### src/rtl/irqb_pkg.sv
package irqb_pkg;

    // number of event sources and their order inside the event group
    localparam int unsigned EVT_N         = 4;
    localparam int unsigned EV_TX_DONE    = 0;
    localparam int unsigned EV_RX_DONE    = 1;
    localparam int unsigned EV_TX_RST     = 2;
    localparam int unsigned EV_RX_RST     = 3;

    // word offsets of the three visible registers
    localparam int unsigned OFS_STATUS    = 0;
    localparam int unsigned OFS_ENABLE    = 1;
    localparam int unsigned OFS_PENDING   = 2;

    typedef enum logic [1:0] {
        SEL_NONE    = 2'd0,
        SEL_STATUS  = 2'd1,
        SEL_ENABLE  = 2'd2,
        SEL_PENDING = 2'd3
    } reg_sel_e;

endpackage

### src/rtl/irqb_decode.sv
module irqb_decode
    import irqb_pkg::*;
#(
    parameter int unsigned ADDR_W = 4
) (
    input  logic              wr_en,
    input  logic [ADDR_W-1:0] addr,
    output reg_sel_e          sel,
    output logic              wr_status,
    output logic              wr_enable
);

    always_comb begin
        sel = SEL_NONE;
        if (addr == ADDR_W'(OFS_STATUS))       sel = SEL_STATUS;
        else if (addr == ADDR_W'(OFS_ENABLE))  sel = SEL_ENABLE;
        else if (addr == ADDR_W'(OFS_PENDING)) sel = SEL_PENDING;
    end

    // the pending view is read-only, so no strobe is produced for it
    assign wr_status = wr_en && (sel == SEL_STATUS);
    assign wr_enable = wr_en && (sel == SEL_ENABLE);

endmodule

### src/rtl/irqb_status.sv
module irqb_status
    import irqb_pkg::*;
#(
    parameter int unsigned DATA_W  = 32,
    parameter int unsigned EVT_LSB = 0
) (
    input  logic              clk,
    input  logic              rst_n,
    input  logic              clr_wr,
    input  logic [DATA_W-1:0] wdata,
    input  logic [EVT_N-1:0]  evt,
    output logic [DATA_W-1:0] st_q,
    output logic [DATA_W-1:0] st_d
);

    localparam logic [DATA_W-1:0] MASK = DATA_W'({EVT_N{1'b1}}) << EVT_LSB;

    typedef struct packed {
        logic [DATA_W-1:0] bits;
    } st_t;

    st_t cur_q, nxt_d;
    logic [DATA_W-1:0] set_vec;

    // place each event at its bit inside the data word
    always_comb begin
        set_vec = '0;
        for (int i = 0; i < int'(EVT_N); i++) begin
            set_vec[EVT_LSB + i] = evt[i];
        end
    end

    always_comb begin
        nxt_d = cur_q;
        if (clr_wr) begin
            nxt_d.bits = nxt_d.bits & ~(wdata & MASK);
        end
        // a new event is applied after the clear so it wins a collision
        nxt_d.bits = (nxt_d.bits | set_vec) & MASK;
    end

    always_ff @(posedge clk or negedge rst_n) begin
        if (!rst_n) cur_q <= '0;
        else        cur_q <= nxt_d;
    end

    assign st_q = cur_q.bits;
    assign st_d = nxt_d.bits;

endmodule

### src/rtl/irqb_enable.sv
module irqb_enable
    import irqb_pkg::*;
#(
    parameter int unsigned DATA_W  = 32,
    parameter int unsigned EVT_LSB = 0
) (
    input  logic              clk,
    input  logic              rst_n,
    input  logic              ld,
    input  logic [DATA_W-1:0] wdata,
    output logic [DATA_W-1:0] en_q,
    output logic [DATA_W-1:0] en_d
);

    localparam logic [DATA_W-1:0] MASK = DATA_W'({EVT_N{1'b1}}) << EVT_LSB;

    typedef struct packed {
        logic [DATA_W-1:0] bits;
    } en_t;

    en_t cur_q, nxt_d;

    always_comb begin
        nxt_d = cur_q;
        if (ld) begin
            nxt_d.bits = wdata & MASK;
        end
    end

    always_ff @(posedge clk or negedge rst_n) begin
        if (!rst_n) cur_q <= '0;
        else        cur_q <= nxt_d;
    end

    assign en_q = cur_q.bits;
    assign en_d = nxt_d.bits;

endmodule

### src/rtl/irqb_readmux.sv
module irqb_readmux
    import irqb_pkg::*;
#(
    parameter int unsigned DATA_W = 32
) (
    input  reg_sel_e          sel,
    input  logic [DATA_W-1:0] st,
    input  logic [DATA_W-1:0] en,
    output logic [DATA_W-1:0] rdata
);

    always_comb begin
        unique case (sel)
            SEL_STATUS:  rdata = st;
            SEL_ENABLE:  rdata = en;
            SEL_PENDING: rdata = st & en;
            default:     rdata = '0;
        endcase
    end

endmodule

### src/rtl/irq_reg_bank.sv
module irq_reg_bank
    import irqb_pkg::*;
#(
    parameter int unsigned DATA_W  = 32,
    parameter int unsigned ADDR_W  = 4,
    parameter int unsigned EVT_LSB = 0
) (
    input  logic              clk,
    input  logic              rst_n,
    input  logic              wr_en,
    input  logic [ADDR_W-1:0] addr,
    input  logic [DATA_W-1:0] wdata,
    output logic [DATA_W-1:0] rdata,
    input  logic              evt_tx_done,
    input  logic              evt_rx_done,
    input  logic              evt_tx_rst_done,
    input  logic              evt_rx_rst_done,
    output logic              irq
);

    reg_sel_e          sel;
    logic              wr_status, wr_enable;
    logic [EVT_N-1:0]  evt_vec;
    logic [DATA_W-1:0] status_q, status_d;
    logic [DATA_W-1:0] enable_q, enable_d;

    always_comb begin
        evt_vec             = '0;
        evt_vec[EV_TX_DONE] = evt_tx_done;
        evt_vec[EV_RX_DONE] = evt_rx_done;
        evt_vec[EV_TX_RST]  = evt_tx_rst_done;
        evt_vec[EV_RX_RST]  = evt_rx_rst_done;
    end

    irqb_decode #(.ADDR_W(ADDR_W)) i_decode (
        .wr_en     (wr_en),
        .addr      (addr),
        .sel       (sel),
        .wr_status (wr_status),
        .wr_enable (wr_enable)
    );

    irqb_status #(.DATA_W(DATA_W), .EVT_LSB(EVT_LSB)) i_status (
        .clk    (clk),
        .rst_n  (rst_n),
        .clr_wr (wr_status),
        .wdata  (wdata),
        .evt    (evt_vec),
        .st_q   (status_q),
        .st_d   (status_d)
    );

    irqb_enable #(.DATA_W(DATA_W), .EVT_LSB(EVT_LSB)) i_enable (
        .clk   (clk),
        .rst_n (rst_n),
        .ld    (wr_enable),
        .wdata (wdata),
        .en_q  (enable_q),
        .en_d  (enable_d)
    );

    irqb_readmux #(.DATA_W(DATA_W)) i_readmux (
        .sel   (sel),
        .st    (status_q),
        .en    (enable_q),
        .rdata (rdata)
    );

    // interrupt flop: built from the next register values so it moves
    // on the same edge as the status/enable change behind it
    typedef struct packed {
        logic req;
    } irq_t;

    irq_t irq_q, irq_d;

    always_comb begin
        irq_d     = irq_q;
        irq_d.req = |(status_d & enable_d);
    end

    always_ff @(posedge clk or negedge rst_n) begin
        if (!rst_n) irq_q <= '0;
        else        irq_q <= irq_d;
    end

    assign irq = irq_q.req;

endmodule

### config.mk
export PLATFORM = sky130hd
export DESIGN_NAME = irq_reg_bank
export DESIGN_NICKNAME = d
export VERILOG_FILES = /design/src/rtl/irqb_pkg.sv /design/src/rtl/irqb_decode.sv /design/src/rtl/irqb_status.sv /design/src/rtl/irqb_enable.sv /design/src/rtl/irqb_readmux.sv /design/src/rtl/irq_reg_bank.sv
export SDC_FILE = /design/constraint.sdc
export NUM_CORES = 1
export LEC_CHECK = 0
export BUFFER_PORTS_ARGS = -buffer_cell sky130_fd_sc_hd__buf_2
export CAP_MARGIN = 5
export CORE_ASPECT_RATIO = 0.6
export CORE_MARGIN = 2
export CORE_UTILIZATION = 32
export DETAILED_ROUTE_END_ITERATION = 7
export PLACE_DENSITY = 0.55
export SYNTH_ARGS = -nofsm -noshare
export SYNTH_HDL_FRONTEND = slang
export SYNTH_HIERARCHICAL = 1
export SYNTH_SLANG_ARGS = --single-unit
### constraint.sdc
create_clock -name clk -period 3 [get_ports clk]
set_input_delay 0.15 -clock clk [delete_from_list [all_inputs] [get_ports clk]]
set_output_delay 0.15 -clock clk [all_outputs]
set_load 0.05 [all_outputs]
==> impl_metrics.yaml, run 1 <==
cts:
  clk_pin_slew_ps: 50
  cts_buffers: 5
  clock_path_buffers: 2
  cts_setup_buffers: 0
  clkSinkCount: 37
  cts_resized: 0
  cts-root-buf: "clkbuf_16"
  cts_max_level: 2
  holdBufCountCts: 0
  clkLatencyLatePin_ps: 270
  tritoncts: "yes"
worst_setup_path:
  r2r_cells: 4
  path_class: "in2reg"
  crit_fanout: 6
  endpoint_kind: "flop"
  r2r_setup_slack_ps: 1320
  start_kind: "input port"
  cp.required_ps: 3140
  critPathMaxStageDelay_ps: 450
  slowest_stage: "nor3_2"
  crit_chain: "buf_2, nand3b_1, nor3_2, mux2_2, a22oi_1, nand4_1, or4_1"
  worstPathArrival_ps: 2190
run_status:
  violations: "negative hold slack"
  outcome: "finished, violations left"
drt:
  drc: 0
  drt_wl_total_mm: 5.20
  dr.pass1.iters: 4
  post_drt_via_cell_ratio: 3.95
  num_vias: 1673
  wl_per_cell_um: 12.3
  ant_nets: 0
  drtIter0Drc: 72
sta:
  max_freq_ghz: 0.487
  rsz0062_at_grt: "no"
  slew_viol_final: 0
  relSlewSlack_pct: 25.8
  setup_slack_ps: 946
  fin_crit_ps: 2050
  whs_ps: -22.2
  tns_ps: 0
  period_share_pct: 68.5
  setup_violations: 0
  hold_violations: 37
  worstMarginPinSlew_ps: 1110
  fin_skew_ps: 1.50
pwr:
  finalPower_w: 0.00137
  p_per_area_nw_per_um2: 471
  power_frac_comb_pct: 26.2
  leakage_nw: 1.49
  swShare_pct: 32.0
  p_clk_share_pct: 35.5
  p_sw_w: 0.000439
  peakVddDrop_mv: 0.194
  pwr-share-seq_pct: 38.3
  intPower_w: 0.000931
run:
  maxCapViolations: 0
cells_and_area:
  multi_input_area_um2: 1450
  post-route-util_pct: 36.6
  postLayoutCellArea_um2: 2910
  n_antenna_cell: 0
  layout-drive-gt1-share_pct: 30.1
  final_net_count: 358
  area_growth_pct: 9.62
  final_common_cell: "nor2b_1"
  fill_cells: 815
  final_cell_mix: "nor2b_1 (69), conb_1 (56), buf_2 (47), dfrtp_1 (37), nor3_2 (33)"
  seqCellArea_um2: 926
grt:
  grt_usage_pct: 12.6
  grt_first_pass_wirelength_mm: 8.70
  grt_pass1_vias: 1665
  grt_antenna_before_repair: 0
  grt-ovfl-total: 0
  grt_max_degree: 38
place:
  dp_slack_ps: 667
  port_buffers: 47
  place_congestion: 0.713
  dpl.hpwl_mm: 3.79
  post_dp_cell_area_um2: 2770
yosys:
  yosysTopAreaCell: "dfrtp_1"
  synth_edf_count: 0
  syn_inst: 270
  synth.cell_area_um2: 2650
  netlist-cell-type-count: 23
  ys_ff_latch: 37
  ys_warn_count: 6
  yosys_most_used_dff: "dfrtp_1"
  synth.area.top_cells: "dfrtp_1 (35%), nor2b_1 (16%), buf_4 (16%), nor3_2 (12%), and2b_1 (6.5%)"
  netlist.area_leader.share_pct: 34.9
  async_reset_ff_share_pct: 100
  synth.avg_cell_area_um2: 9.83
  seq_area_frac_synth_pct: 34.9
die:
  core_area_um2: 7950
  start_util_pct: 33.4
  die_h_um: 74.5
  rows: 25
  ios: 76
  die_w_um: 122
  dieArea_um2: 9060
worst_hold_path:
  min_path_type: "in2async"
[critical path, delay by kind of cell]
family | cells | cell delay, ps
buffers and inverters | 1 | 110
AND/OR/NAND/NOR | 4 | 1220
AO/OA/AOI/OAI | 1 | 280
multiplexers | 1 | 410
[cell type report]
class	count	share of cell area, %
clock buffer	8	4.69
multi-input combinational	220	49.7
sequential	37	31.8
tap	108	4.65
timing repair buffer	51	9.12
[layer usage]
metal	wire (µm)	track usage, %
met4	13	2.30
met2	1910	17.2
met1	3000	19.7
met3	274	3.22
met5	0	0
[state kept, by name (all words and copies together) (netlist names)]
register	flops
i_enable/en_q	32
i_status/st_q	4
irq	1
[synthesized netlist by cell type, drive strengths merged (4+ instances only)]
master	number
nor2b	69
buf	64
and2b	23
nor3	35
mux2	4
dfrtp	37
clkbuf	4
a22oi	16
nand4	4
a21o	4
nand2	4
[cells by family after synthesis]
family / synth area share (%)
other: 0.141
AOI/OAI and AO/OA: 5.85
DFF: 34.9
xor gates and xnor gates: 0.330
buffers and inverters: 19.0
and+or+nand+nor: 37.9
muxes: 1.98
[per-stage QoR]
stage | hold slack [ps] | cells
after floorplan | -146 | 325
after global placement | 305 | 416
after detailed placement | 305 | 416
after CTS | 11.5 | 424
after global routing | 48.0 | 424
final | -22.2 | 424
[power groups by stage]
stage	Combinational, W	Sequential [W]	Clock (W)
2_1_floorplan	0.000318	0.000543	0
5_1_grt	0.000386	0.000526	0.000530
3_5_place_dp	0.000363	0.000533	0
4_1_cts	0.000364	0.000524	0.000504
6_report	0.000359	0.000524	0.000487
3_3_place_gp	0.000361	0.000532	0
[final timing paths]
kind / from / end
min reg2reg: i_status/st_q[0] / i_status/st_q[0]
max: addr[1] / irq
min in group clk: evt_tx_done / i_status/st_q[0]
max in group asynchronous: rst_n / i_enable/en_q[11]
max reg2reg: i_enable/en_q[0] / irq
min: rst_n / i_status/st_q[1]
Power figures use the tool's default switching activity.
==> run 2, diff against run 1 <==
Clock period 3 ns to 2.1 ns, I/O delays scaled along.
==> run 2 against run 1 <==
The run now ends clean. Design area grew 0.77%. Clock power is 47% higher. Core utilization grew 0.28 points. Register-to-register slack lost 860 ps. Largest power group unchanged. Hold slack improved by 80 ps. Flip-flop and latch count stayed put. Sequential share of layout area decreased by 0.24 points. Combinational power grew 45%. Sequential power is 43% higher. Die area unchanged. Total power rose by 45%. First-iteration DRC count shrank 8.3%.
==> impl_metrics.yaml, run 2 (synthesized netlist as in run 1, its figures left out) <==
cells_and_area:
  final_common_cell: "nor2b_1"
  area_growth_pct: 10.5
  final_cell_mix: "nor2b_1 (69), conb_1 (56), buf_2 (47), dfrtp_1 (37), nor3_2 (33)"
  fill_cells: 840
  post-route-util_pct: 36.9
  layout-drive-gt1-share_pct: 30.6
  largest_reg_flops: 32
  n_antenna_cell: 0
  final_net_count: 360
worst_setup_path:
  path_class: "in2out"
  worstPathArrival_ps: 1880
  crit_family: "simple AND/OR/NAND/NOR gates"
  critPathBufInv: 2
  r2r_cells: 4
  cp.required_ps: 2000
  endpoint_kind: "primary output"
  crit_fanout: 16
  start_kind: "input port"
  crit_chain: "buf_2, xnor2_1, nor3_2, nor2_2, nor3_2, buf_2"
  slowest_stage: "nor2_2"
  critPathMaxStageDelay_ps: 960
  worst-path-stages: 6
cts:
  cts_resized: 0
  cts_setup_buffers: 0
  clock_path_buffers: 2
  clk_pin_slew_ps: 50
  tritoncts: "yes"
  clkSinkCount: 37
  cts_buffers: 5
  cts-root-buf: "clkbuf_16"
  clkLatencyLatePin_ps: 270
  cts_max_level: 2
grt:
  grt-ovfl-total: 0
  grt_first_pass_wirelength_mm: 8.29
  grt_antenna_before_repair: 0
  grt_pass1_vias: 1592
  grt_max_degree: 38
  grt_usage_pct: 11.9
sta:
  rsz0062_at_grt: "no"
  slew_viol_final: 0
  worstMarginPinSlew_ps: 1240
  setup_violations: 0
  max_freq_ghz: 0.503
  relSlewSlack_pct: 17.2
  period_share_pct: 94.6
  fin_crit_ps: 1990
  fin_skew_ps: 1.36
  tns_ps: 0
  hold_violations: 0
drt:
  dr_wl_met3_um: 292
  drtIter0Drc: 66
  routed.top_layer: "met4"
  ant_nets: 0
  num_vias: 1669
  wl_per_cell_um: 12.6
  post_drt_via_cell_ratio: 3.93
  dr.pass1.iters: 4
  wl_met1_mm: 3.09
  drc: 0
  drt_wl_total_mm: 5.35
  met2_length_mm: 1.95
run_status:
  outcome: "completed"
pwr:
  p_per_area_nw_per_um2: 676
  peakVddDrop_mv: 0.275
  leakage_nw: 1.50
place:
  dpl.hpwl_mm: 3.66
  place_congestion: 0.716
  port_buffers: 47
die:
  start_util_pct: 33.4
  dieArea_um2: 9060
  rows: 25
  die_w_um: 122
  die_h_um: 74.5
  core_area_um2: 7950
  ios: 76
run:
  maxCapViolations: 0
worst_hold_path:
  min_path_type: "in2reg"
  whs_path_depth: 2
==> run 2: through the flow <==
stage                     instance area (µm²)  cells  total power (W)  setup WS [ps]  hold WS, ps
final                                    2930    425          0.00198            113         57.9
after global routing                     2930    425          0.00209           27.8         59.9
after CTS                                2930    424          0.00201           82.0         44.2
after detailed placement                 2770    416          0.00128           82.0          265
after global placement                   2770    416          0.00127            100          260
after floorplan                          2860    325          0.00123            111         -191
==> run 2: what timing repair did <==
item,4_1_cts,5_1_grt
setup endpoints to repair,0,3
endpoints found under the hold margin,37,0
hold buffers,1,0
==> run 2: worst reg2reg max path: stages (launching register included) <==
cell and delay (ps):
dfrtp_1 370, mux2_2 270, a22oi_1 290, nand4_1 170, or4_1 410
==> run 2: worst paths after layout <==
path	startpoint	endpoint	slack [ps]
min in group asynchronous	rst_n	i_status/st_q[1]	500
min reg2reg	i_status/st_q[0]	i_status/st_q[0]	510
max in group asynchronous	rst_n	i_enable/en_q[24]	1070
max reg2reg	i_enable/en_q[0]	irq	460
min	evt_tx_done	i_status/st_q[0]	60
max	addr[0]	rdata[7]	110
==> run 2: where the power goes <==
part | internal [W] | switching [W]
Clock | 0.000465 | 0.000249
Combinational | 0.000154 | 0.000367
Sequential | 0.000738 | 0.0000103
==> run 2: layout make-up <==
type | count | area, µm² | share of cell area [%]
Timing Repair Buffer | 52 | 275 | 9.39
Multi-Input combinational cell | 221 | 1450 | 49.6
Sequential cell | 37 | 926 | 31.6
Tap cell | 108 | 135 | 4.61
Clock buffer | 7 | 143 | 4.87
==> run 2: layer usage <==
metal	GRT usage (%)	vias to the layer above
met5	0	-
met4	2.30	0
met3	3.53	2
met2	15.7	40
met1	18.9	750
li1	-	877
